$ cat src/rtl/tg_pkg.sv
package tg_pkg;

    localparam int PHASE_W    = 11;
    localparam int FW_W       = 8;
    localparam int LUT_AW     = 6;
    localparam int LEVEL_W    = 15;
    localparam int FULL_SCALE = 16383;
    localparam int SUM_W      = LEVEL_W + 1;
    localparam int ATT_W      = 4;
    localparam int ATT_MAX    = 9;
    localparam int GAIN_W     = 17;
    localparam int GAIN_FRAC  = 15;
    localparam int OUT_W      = 16;

    typedef enum logic {
        WAVE_SINE   = 1'b0,
        WAVE_SQUARE = 1'b1
    } wave_e;

    typedef enum logic [1:0] {
        RNG_FINE   = 2'd0,
        RNG_MID    = 2'd1,
        RNG_COARSE = 2'd2,
        RNG_ALT    = 2'd3
    } range_e;

    typedef struct packed {
        logic [FW_W-1:0] word;
        range_e          rng;
    } chan_cfg_t;

    // left shift applied to the frequency word for a given range
    function automatic int range_shift(range_e r);
        case (r)
            RNG_FINE: return 0;
            RNG_MID:  return 1;
            default:  return 2;
        endcase
    endfunction

    // magnitude of one quarter-wave entry, sampled at half-step offsets
    function automatic logic [LEVEL_W-2:0] quarter_sine(int idx);
        real angle;
        real mag;
        angle = 2.0 * 3.14159265358979 * (real'(idx) + 0.5) / real'(4 << LUT_AW);
        mag   = real'(FULL_SCALE) * $sin(angle);
        return (LEVEL_W-1)'($rtoi(mag + 0.5));
    endfunction

    // Q1.15 gain for 3 dB per code, clamped at ATT_MAX
    function automatic logic signed [GAIN_W-1:0] att_gain(logic [ATT_W-1:0] code);
        logic [ATT_W-1:0] k;
        k = (int'(code) > ATT_MAX) ? ATT_W'(ATT_MAX) : code;
        case (k)
            4'd0:    return 17'sd32768;
            4'd1:    return 17'sd23198;
            4'd2:    return 17'sd16423;
            4'd3:    return 17'sd11627;
            4'd4:    return 17'sd8231;
            4'd5:    return 17'sd5827;
            4'd6:    return 17'sd4125;
            4'd7:    return 17'sd2920;
            4'd8:    return 17'sd2068;
            default: return 17'sd1464;
        endcase
    endfunction

endpackage

$ cat src/rtl/tg_chan.sv
module tg_chan #(
    parameter int PW = tg_pkg::PHASE_W,
    parameter int AW = tg_pkg::LUT_AW,
    parameter int LW = tg_pkg::LEVEL_W
) (
    input  logic                 clk,
    input  logic                 rst,
    input  logic                 stb,
    input  logic                 en,
    input  tg_pkg::chan_cfg_t    cfg,
    input  tg_pkg::wave_e        wave,
    output logic signed [LW-1:0] level
);
    localparam int ENTRIES = 1 << AW;
    localparam int MAG_W   = LW - 1;
    localparam int QW      = AW + 2;
    localparam logic signed [LW-1:0] POS_FS = LW'(tg_pkg::FULL_SCALE);

    logic [PW-1:0]    acc;
    logic [PW-1:0]    inc;
    logic [QW-1:0]    ph;
    logic [AW-1:0]    addr;
    logic [MAG_W-1:0] mag;
    logic [MAG_W-1:0] lut [ENTRIES];

    always_comb inc = PW'(cfg.word) << tg_pkg::range_shift(cfg.rng);

    always_ff @(posedge clk) begin
        if (rst || !en) begin
            acc <= '0;
        end else if (stb) begin
            acc <= acc + inc;
        end
    end

    for (genvar i = 0; i < ENTRIES; i++) begin : g_lut
        assign lut[i] = MAG_W'(tg_pkg::quarter_sine(i));
    end

    // quadrant folding: odd quadrants mirror the address, upper half negates
    assign ph   = acc[PW-1 -: QW];
    assign addr = ph[AW] ? ~ph[AW-1:0] : ph[AW-1:0];
    assign mag  = lut[addr];

    always_comb begin
        if (cfg.word == '0) begin
            level = '0;
        end else if (wave == tg_pkg::WAVE_SQUARE) begin
            level = acc[PW-1] ? -POS_FS : POS_FS;
        end else if (ph[QW-1]) begin
            level = -$signed({1'b0, mag});
        end else begin
            level = $signed({1'b0, mag});
        end
    end

endmodule

$ cat src/rtl/tg_scale.sv
module tg_scale #(
    parameter int SW  = tg_pkg::SUM_W,
    parameter int GW  = tg_pkg::GAIN_W,
    parameter int GF  = tg_pkg::GAIN_FRAC,
    parameter int AWD = tg_pkg::ATT_W,
    parameter int OW  = tg_pkg::OUT_W
) (
    input  logic                 clk,
    input  logic                 rst,
    input  logic                 stb,
    input  logic                 en,
    input  logic signed [SW-1:0] mix,
    input  logic [AWD-1:0]       att,
    output logic [OW-1:0]        sample,
    output logic                 vld
);
    localparam int PRW = SW + GW;
    localparam logic signed [PRW-1:0] HALF = PRW'(1) <<< (GF - 1);
    localparam logic signed [PRW-1:0] MAXP = PRW'((2 ** (OW - 1)) - 1);
    localparam logic signed [PRW-1:0] MINN = -MAXP - PRW'(1);

    logic signed [GW-1:0]  gain;
    logic signed [PRW-1:0] prod;
    logic signed [PRW-1:0] shifted;
    logic signed [OW-1:0]  clipped;

    assign gain    = tg_pkg::att_gain(att);
    assign prod    = PRW'(mix) * PRW'(gain);
    assign shifted = (prod + HALF) >>> GF;

    always_comb begin
        if (shifted > MAXP) begin
            clipped = MAXP[OW-1:0];
        end else if (shifted < MINN) begin
            clipped = MINN[OW-1:0];
        end else begin
            clipped = shifted[OW-1:0];
        end
    end

    always_ff @(posedge clk) begin
        if (rst) begin
            sample <= '0;
            vld    <= 1'b0;
        end else begin
            vld <= stb;
            if (stb) begin
                sample <= en ? clipped : '0;
            end
        end
    end

endmodule

$ cat src/rtl/tonegen_top.sv
module tonegen_top #(
    parameter int FWW = tg_pkg::FW_W,
    parameter int RW  = 2,
    parameter int AWD = tg_pkg::ATT_W,
    parameter int OW  = tg_pkg::OUT_W
) (
    input  logic           clk,
    input  logic           rst,
    input  logic           smp_stb,
    input  logic           gen_en,
    input  logic [FWW-1:0] fword_a,
    input  logic [RW-1:0]  range_a,
    input  logic [FWW-1:0] fword_b,
    input  logic [RW-1:0]  range_b,
    input  logic           wave_sq,
    input  logic [AWD-1:0] atten,
    output logic [OW-1:0]  sample_out,
    output logic           sample_vld
);
    localparam int NCH = 2;
    localparam int LW  = tg_pkg::LEVEL_W;
    localparam int SW  = tg_pkg::SUM_W;

    tg_pkg::chan_cfg_t    cfg [NCH];
    tg_pkg::wave_e        wave;
    logic signed [LW-1:0] lvl [NCH];
    logic signed [SW-1:0] mix;

    assign cfg[0] = '{word: fword_a, rng: tg_pkg::range_e'(range_a)};
    assign cfg[1] = '{word: fword_b, rng: tg_pkg::range_e'(range_b)};
    assign wave   = tg_pkg::wave_e'(wave_sq);

    for (genvar c = 0; c < NCH; c++) begin : g_ch
        tg_chan #(
            .PW (tg_pkg::PHASE_W),
            .AW (tg_pkg::LUT_AW),
            .LW (LW)
        ) u_chan (
            .clk   (clk),
            .rst   (rst),
            .stb   (smp_stb),
            .en    (gen_en),
            .cfg   (cfg[c]),
            .wave  (wave),
            .level (lvl[c])
        );
    end

    assign mix = SW'(lvl[0]) + SW'(lvl[1]);

    tg_scale #(
        .SW  (SW),
        .GW  (tg_pkg::GAIN_W),
        .GF  (tg_pkg::GAIN_FRAC),
        .AWD (AWD),
        .OW  (OW)
    ) u_scale (
        .clk    (clk),
        .rst    (rst),
        .stb    (smp_stb),
        .en     (gen_en),
        .mix    (mix),
        .att    (atten),
        .sample (sample_out),
        .vld    (sample_vld)
    );

endmodule

$ cat config.mk
export PLATFORM = sky130hd
export DESIGN_NAME = tonegen_top
export DESIGN_NICKNAME = d
export VERILOG_FILES = /design/src/rtl/tg_pkg.sv /design/src/rtl/tg_chan.sv /design/src/rtl/tg_scale.sv /design/src/rtl/tonegen_top.sv
export SDC_FILE = /design/constraint.sdc
export NUM_CORES = 1
export LEC_CHECK = 0
export BUFFER_PORTS_ARGS = -buffer_cell sky130_fd_sc_hd__buf_4
export CAP_MARGIN = 15
export CORE_MARGIN = 5
export CORE_UTILIZATION = 55
export DETAILED_ROUTE_END_ITERATION = 10
export PLACE_DENSITY = 0.74
export REMOVE_ABC_BUFFERS = 1
export SLEW_MARGIN = 20
export SYNTH_ARGS = -nofsm -noshare
export SYNTH_HDL_FRONTEND = slang
export SYNTH_SLANG_ARGS = --single-unit
$ cat constraint.sdc
create_clock -name clk -period 11.75 [get_ports clk]
set_input_delay 2.35 -clock clk [delete_from_list [all_inputs] [get_ports clk]]
set_output_delay 2.35 -clock clk [all_outputs]
set_load 0.02 [all_outputs]
### Word-level counts from Yosys, hierarchy flattened

Memory sizes are Yosys's and may differ from the RTL's.
Index checks and enable logic that the tools add are counted.

| word-level totals | value |
|---|---|
| register bits | 39 |
| bits in latches | 0 |
| memory bits (writable) | 0 |
| memory bits (read-only) | 2048 |
| input port bits | 29 |
| output and inout port bits | 17 |
| word-level logic and storage cells | 53 |
| memories kept | 3 |

Memories:

| name | depth | width | rd ports | clocked after Yosys merged registers in | write ports | RTL line | RTL |
|---|---|---|---|---|---|---|---|
| (no name shown) | 64 | 14 | 1 | 0 | 0 | tg_chan.sv:43 | `assign mag = lut[addr];` |
| (no name shown) | 64 | 14 | 1 | 0 | 0 | tg_chan.sv:43 |  |
| (no name shown) | 16 | 16 | 1 | 0 | 0 | tg_pkg.sv:54 | `case (k)` |

| cells by class | value |
|---|---|
| add/subtract/negate cells | 6 |
| multiply operators | 1 |
| divide/modulo/power cells | 0 |
| magnitude comparators | 5 |
| equality and inequality tests | 2 |
| shift-type cells | 2 |
| multiplexer cells | 20 |
| bitwise gates (word level) | 4 |
| reduce and logical (&&, ||, !) cells | 6 |

Operator list:

| cell | number |
|---|---|
| 2-to-1 mux 15 bit | 8 |
| 2-to-1 mux 14 bit | 4 |
| 2-to-1 mux 16 bit | 3 |
| adder 33 x 16 -> 33 bit (second input constant) | 1 |
| multiplier 16 x 17 -> 33 bit | 1 |
| negator 14 -> 15 bit | 2 |
| adder 11 bit | 2 |
| left shift 8 x 2 -> 11 bit | 2 |
| > comparator 18 x 16 -> 1 bit (second input constant) | 1 |
| less-than comparator 18 x 16 -> 1 bit (second input constant) | 1 |
| adder 15 x 15 -> 16 bit | 1 |
| logical NOT 8 bit | 2 |
| >= comparator 7 bit (second input constant) | 2 |
| inverter 6 -> 7 bit | 2 |
| 2-to-1 mux 6 bit | 2 |
| inverter 6 bit | 2 |
| case mux 2 bit (2 select lines) | 2 |
| equality test 2 x 1 -> 1 bit (second input constant) | 2 |
| > comparator 4 bit (second input constant) | 1 |
| logical NOT 2 bit | 2 |
| 2-to-1 mux 4 bit | 1 |
| logical NOT 1 bit | 1 |
| logical OR 1 bit | 1 |

### Depth between registers and ports, before layout

| depth | value |
|---|---|
| depth in word-level cells | 17 |
| gate-level depth with buffers | 50 |
| depth with buffers taken out | 46 |

### Hierarchy

Synthesis repeated with hierarchy kept, for this count alone.

| unflattened totals | value |
|---|---|
| cell total of the unflattened synthesis | 2532 |
| area total of the unflattened synthesis | 18824.3 sq um |

Modules (own cells, without submodules):

| module | times used | cells an instance | area an instance (sq um) | seq. area each (sq um) |
|---|---|---|---|---|
| tg_scale | 1 | 1169 | 9858.2 | 340.3 |
| tg_chan | 2 | 640 | 4177.8 | 220.2 |
| tonegen_top | 1 | 83 | 610.6 | 0.0 |

### Worst setup path before layout

No wires, ideal clock.

| path | value |
|---|---|
| path type | input -> register |
| from | in wave_sq |
| to | reg u_scale.sample[12] |
| library setup time | 0.136 ns |
| arrival time | 11.167 ns |
| data required time | 11.614 ns |
| setup slack | 0.447 ns |
| stages | 40 |
| path buffers | 5 |
| path through | clkbuf_1 > inv_1 > clkbuf_1 > clkbuf_1 > a21oi_1 > ha_1 > inv_1 > fa_1 > nor2b_1 > o21ai_0 > a21boi_1 > o21ai_0 > a21boi_1 > o21bai_1 > a21oi_1 > nor2_1 > xnor2_1 > nand2_1 > [4 not listed] > fa_1 > fa_1 > inv_1 > fa_1 > inv_1 > ha_1 > clkbuf_1 > a211oi_1 > nand2_1 > o21ai_1 > o211ai_2 > a21o_2 > a31oi_1 > xor2_1 > o21ai_2 > buf_6 > a221oi_2 > a211oi_2 |

| on the way | value |
|---|---|
| cells in the longest elaborated chain, start to end | 9 |
| elaborated cells between the ends (all ways) | 12 |
| classes of those cells | add/sub (2); mul (1); order compare (2); mux (7) |

RTL lines:

| item | RTL line | RTL |
|---|---|---|
| from (decl) | tonegen_top.sv:15 | `input logic wave_sq,` |
| 2-to-1 mux 15 bit | tg_chan.sv:48 | `end else if (wave == tg_pkg::WAVE_SQUARE) begin` |
| 2-to-1 mux 15 bit | tg_chan.sv:46 | `if (cfg.word == '0) begin` |
| adder 15 x 15 -> 16 bit (*) | tonegen_top.sv:49 | `assign mix = SW'(lvl[0]) + SW'(lvl[1]);` |
| multiplier 16 x 17 -> 33 bit (*) | tg_scale.sv:28 | `assign prod = PRW'(mix) * PRW'(gain);` |
| adder 33 x 16 -> 33 bit (*) | tg_scale.sv:29 | `assign shifted = (prod + HALF) >>> GF;` |
| less-than comparator 18 x 16 -> 1 bit | tg_scale.sv:34 | `end else if (shifted < MINN) begin` |
| 2-to-1 mux 16 bit | tg_scale.sv:34 |  |
| 2-to-1 mux 16 bit (*) | tg_scale.sv:32 | `if (shifted > MAXP) begin` |
| 2-to-1 mux 16 bit (*) | tg_scale.sv:48 | `sample <= en ? clipped : '0;` |
| to (signal assigned) | tg_scale.sv:48 |  |
| to (decl) | tg_scale.sv:14 | `output logic [OW-1:0] sample,` |

Mark *: on every way between the ends. The rest lies on a longest branch, timed or not.
A chain may end at the register's enable or synchronous reset.

### Worst setup path after layout

| path | value |
|---|---|
| from | in fword_b[7] |
| to | reg u_scale.sample[11] |

| on the way | value |
|---|---|
| cells in the longest elaborated chain, start to end | 9 |
| elaborated cells between the ends (all ways) | 10 |
| classes of those cells | add/sub (2); mul (1); order compare (2); mux (4); reduce/logical (1) |

RTL lines:

| item | RTL line | RTL |
|---|---|---|
| from (decl) | tonegen_top.sv:13 | `input logic [FWW-1:0] fword_b,` |
| logical NOT 8 bit (*) | tg_chan.sv:46 |  |
| 2-to-1 mux 15 bit (*) | tg_chan.sv:46 |  |
| adder 15 x 15 -> 16 bit (*) | tonegen_top.sv:49 |  |
| multiplier 16 x 17 -> 33 bit (*) | tg_scale.sv:28 |  |
| adder 33 x 16 -> 33 bit (*) | tg_scale.sv:29 |  |
| less-than comparator 18 x 16 -> 1 bit | tg_scale.sv:34 |  |
| 2-to-1 mux 16 bit | tg_scale.sv:34 |  |
| 2-to-1 mux 16 bit (*) | tg_scale.sv:32 |  |
| 2-to-1 mux 16 bit (*) | tg_scale.sv:48 |  |

Marks and branches as above.

==> results.yml <==
run_status:
  run_status: "finished clean"
floorplan:
  die_area_sq_mm: 0.0361
  initial_core_util_pct: 55.2
  floorplan.core_area_sq_mm: 0.0323
  die_x_um: 190
  dieHeight_um: 190
  design.portCount: 46
  rows: 66
clock_tree:
  path_clk_slew_ns: 0.07
  clock-sinks: 39
  ctsRootBufferMaster: "sky130_fd_sc_hd__clkbuf_16"
  clock_path_buffers: 2
  cts_buffers: 5
  clock_insertion_delay_worst_skew_ns: 0.30
  tritoncts: "built"
  clock_tree.htree_level_count: 2
final_layout:
  final_nets: 2826
  antennaDiodeCount: 0
  syn_to_final_growth_pct: 7.74
  drive_above_1_share_pct: 10.4
yosys:
  yosys-top-cells-area: "sky130_fd_sc_hd__fa_1 22%, sky130_fd_sc_hd__ha_1 12%, sky130_fd_sc_hd__inv_1 6.1%"
  mappedNetlistArea_sq_mm: 0.0178
  synthesis.yosys.warnings: 0
  synth_commonest_cells: "290 x sky130_fd_sc_hd__inv_1, 290 x sky130_fd_sc_hd__nand2_1, 243 x sky130_fd_sc_hd__nor2_1, 197 x sky130_fd_sc_hd__fa_1, 171 x sky130_fd_sc_hd__a21oi_1"
  netlist.area_leader.share_pct: 22.1
  synth_enable_flop_cells: 0
  synthFlopType: "sky130_fd_sc_hd__dfxtp_1"
  yosys.area.top_type: "sky130_fd_sc_hd__fa_1"
  async_flop_share_pct: 0
  post_synth.cell_area_avg_sq_um: 7.32
  synth_cell_type_count: 102
  yosys_register_bits: 39
  seq_area_frac_synth_pct: 4.38
  mapped_cells: 2436
global_routing:
  first_global_vias: 17800
  global_route.usage.total_pct: 31.5
  grt_antenna_before_repair: 0
  grt_first_pass_wirelength_um: 93500
  largest_net_degree_at_the_start_of_global_routing: 49
  gr-total-overflow: 0
worst_setup_path:
  endpoint_kind: "flop"
  crit_path_arrival_time_ns: 11.52
  critical-path-top-delay-family: "adder cells"
  reg2reg_from: "g_ch[1].u_chan.acc[4]"
  critPathRequiredTime_ns: 11.91
  critical_path.startpoint_type: "input port"
  critPathSlowestCell: "sky130_fd_sc_hd__fa_1"
  cpMostUsedCell: "sky130_fd_sc_hd__fa_1"
  start_point_of_the_critical_path: "fword_b[7]"
  worstPathMaxFanout: 15
  crit_type: "input port to flop"
  timing.critical_path.slowest_cell_delay_ns: 0.55
  number_of_buffers_and_inverters_on_the_critical_path: 8
worst_hold_path:
  type_of_the_worst_min_delay_path: "flop to flop"
  min-delay-start: "u_scale.sample[7]"
sta:
  fin_setup_tns_ns: 0
  final_number_of_hold_violating_endpoints: 0
  layout_worst_path_cycle_share_pct: 96.6
  period_minus_slack_ns: 11.35
  finalMaxSlewViolations: 0
  fmaxAchievable_mhz: 88.1
  worst_slack_ns: 0.399
  max_slew_margin_pct: 32.4
  fin_skew_ns: 0.0112
  report.final.setup_viol: 0
  fin_hold_ws_ns: 0.456
  worst-slew-pin-transition_ns: 1.01
route:
  vias: 18100
  drt_drc_violations_left: 0
  detail_route.vias_per_cell: 6.31
  drt-pass1-iter-count: 6
  antenna_violating_nets_post_route: 0
  wl_final_um: 57600
  dr.first_iter.drc_count: 2240
  avgRoutedWirePerCell_um: 20.0
placed_design:
  placement.setup.worst_slack_ns: -0.370
  io_buffers: 45
  gpl.final_weighted_congestion: 0.990
  dp_hpwl_um: 45200
job:
  cap_viol_max_count: 0
==> placed cells by master, fill, tap and decap left out, types with 42 or more instances in the layout <==
cell,count
sky130_fd_sc_hd__inv_1,289
sky130_fd_sc_hd__nand2_1,289
sky130_fd_sc_hd__nor2_1,242
sky130_fd_sc_hd__fa_1,196
sky130_fd_sc_hd__a21oi_1,171
sky130_fd_sc_hd__ha_1,162
sky130_fd_sc_hd__buf_4,158
sky130_fd_sc_hd__o21ai_0,139
sky130_fd_sc_hd__nand2b_1,43
sky130_fd_sc_hd__mux2i_1,42
==> logic make-up after synthesis <==
family                   count (synthesis)  synth area share [%]
multiplexers                            49                  3.05
buffers and inverters                  464                  10.2
AO/OA/AOI/OAI                          631                  23.2
adder cells (fa/ha/maj)                365                  33.9
XOR/XNOR                                79                  4.09
AND/OR/NAND/NOR                        809                  21.2
flip-flops                              39                  4.38
==> per-stage QoR <==
step           utilization (%)  cells  instance area (sq um)
6_report                  59.5   2876                  19200
3_5_place_dp              58.5   2866                  18900
4_1_cts                   58.9   2874                  19000
3_3_place_gp              58.5   2866                  18900
2_1_floorplan                -   2265                  17100
5_1_grt                   59.5   2876                  19200
==> worst min-delay path, delay by kind of cell (launching register included) <==
family / cells / cell delay (ns)
flip-flops: 1 / 0.32
AND/OR/NAND/NOR: 1 / 0.05
AO/OA/AOI/OAI: 1 / 0.05
==> sequential cells by signal (all words and copies together) (netlist names) <==
signal / count
g_ch.u_chan.acc: 22
u_scale.sample: 16
u_scale.vld: 1
==> what timing repair did <==
item | 4_1_cts | 5_1_grt
hold buffers | 0 | 0
endpoints found under the hold margin | 0 | 0
pin swaps | 0 | 3
setup buffers | 0 | 2
endpoints found under the setup margin | 11 | 16
gates resized for setup | 1 | 39
==> layer usage <==
metal	vias to the layer above	GRT usage [%]	share of wire, %
met5	-	0	0
met2	1029	51.5	46
li1	8259	-	-
met3	185	5.05	10
met4	0	10.3	3.8
met1	8670	42.9	40
==> path summary, 6_finish.rpt <==
| kind | to | slack [ns] | depth (start not counted) |
|---|---|---|---|
| worst max-delay path | u_scale.sample[11] | 0.40 | 40 |
| worst min-delay path | u_scale.sample[7] | 0.46 | 2 |
| worst max register to register | u_scale.sample[11] | 0.41 | 40 |
| worst min register to register | u_scale.sample[7] | 0.46 | 2 |
==> cell type report <==
| type | instances | area, sq um |
|---|---|---|
| Multi-Input combinational cell | 1933 | 15400 |
| Fill cell | 2965 | 13100 |
| Timing Repair Buffer | 161 | 1230 |
| Inverter | 293 | 1100 |
| Sequential cell | 39 | 803 |
| Tap cell | 442 | 553 |
| Clock buffer | 5 | 125 |
| Clock inverter | 3 | 20.0 |
Power is left out: the tool's default activity adds up to more than one toggle a clock period on the data nets, which glitch-free logic cannot reach.
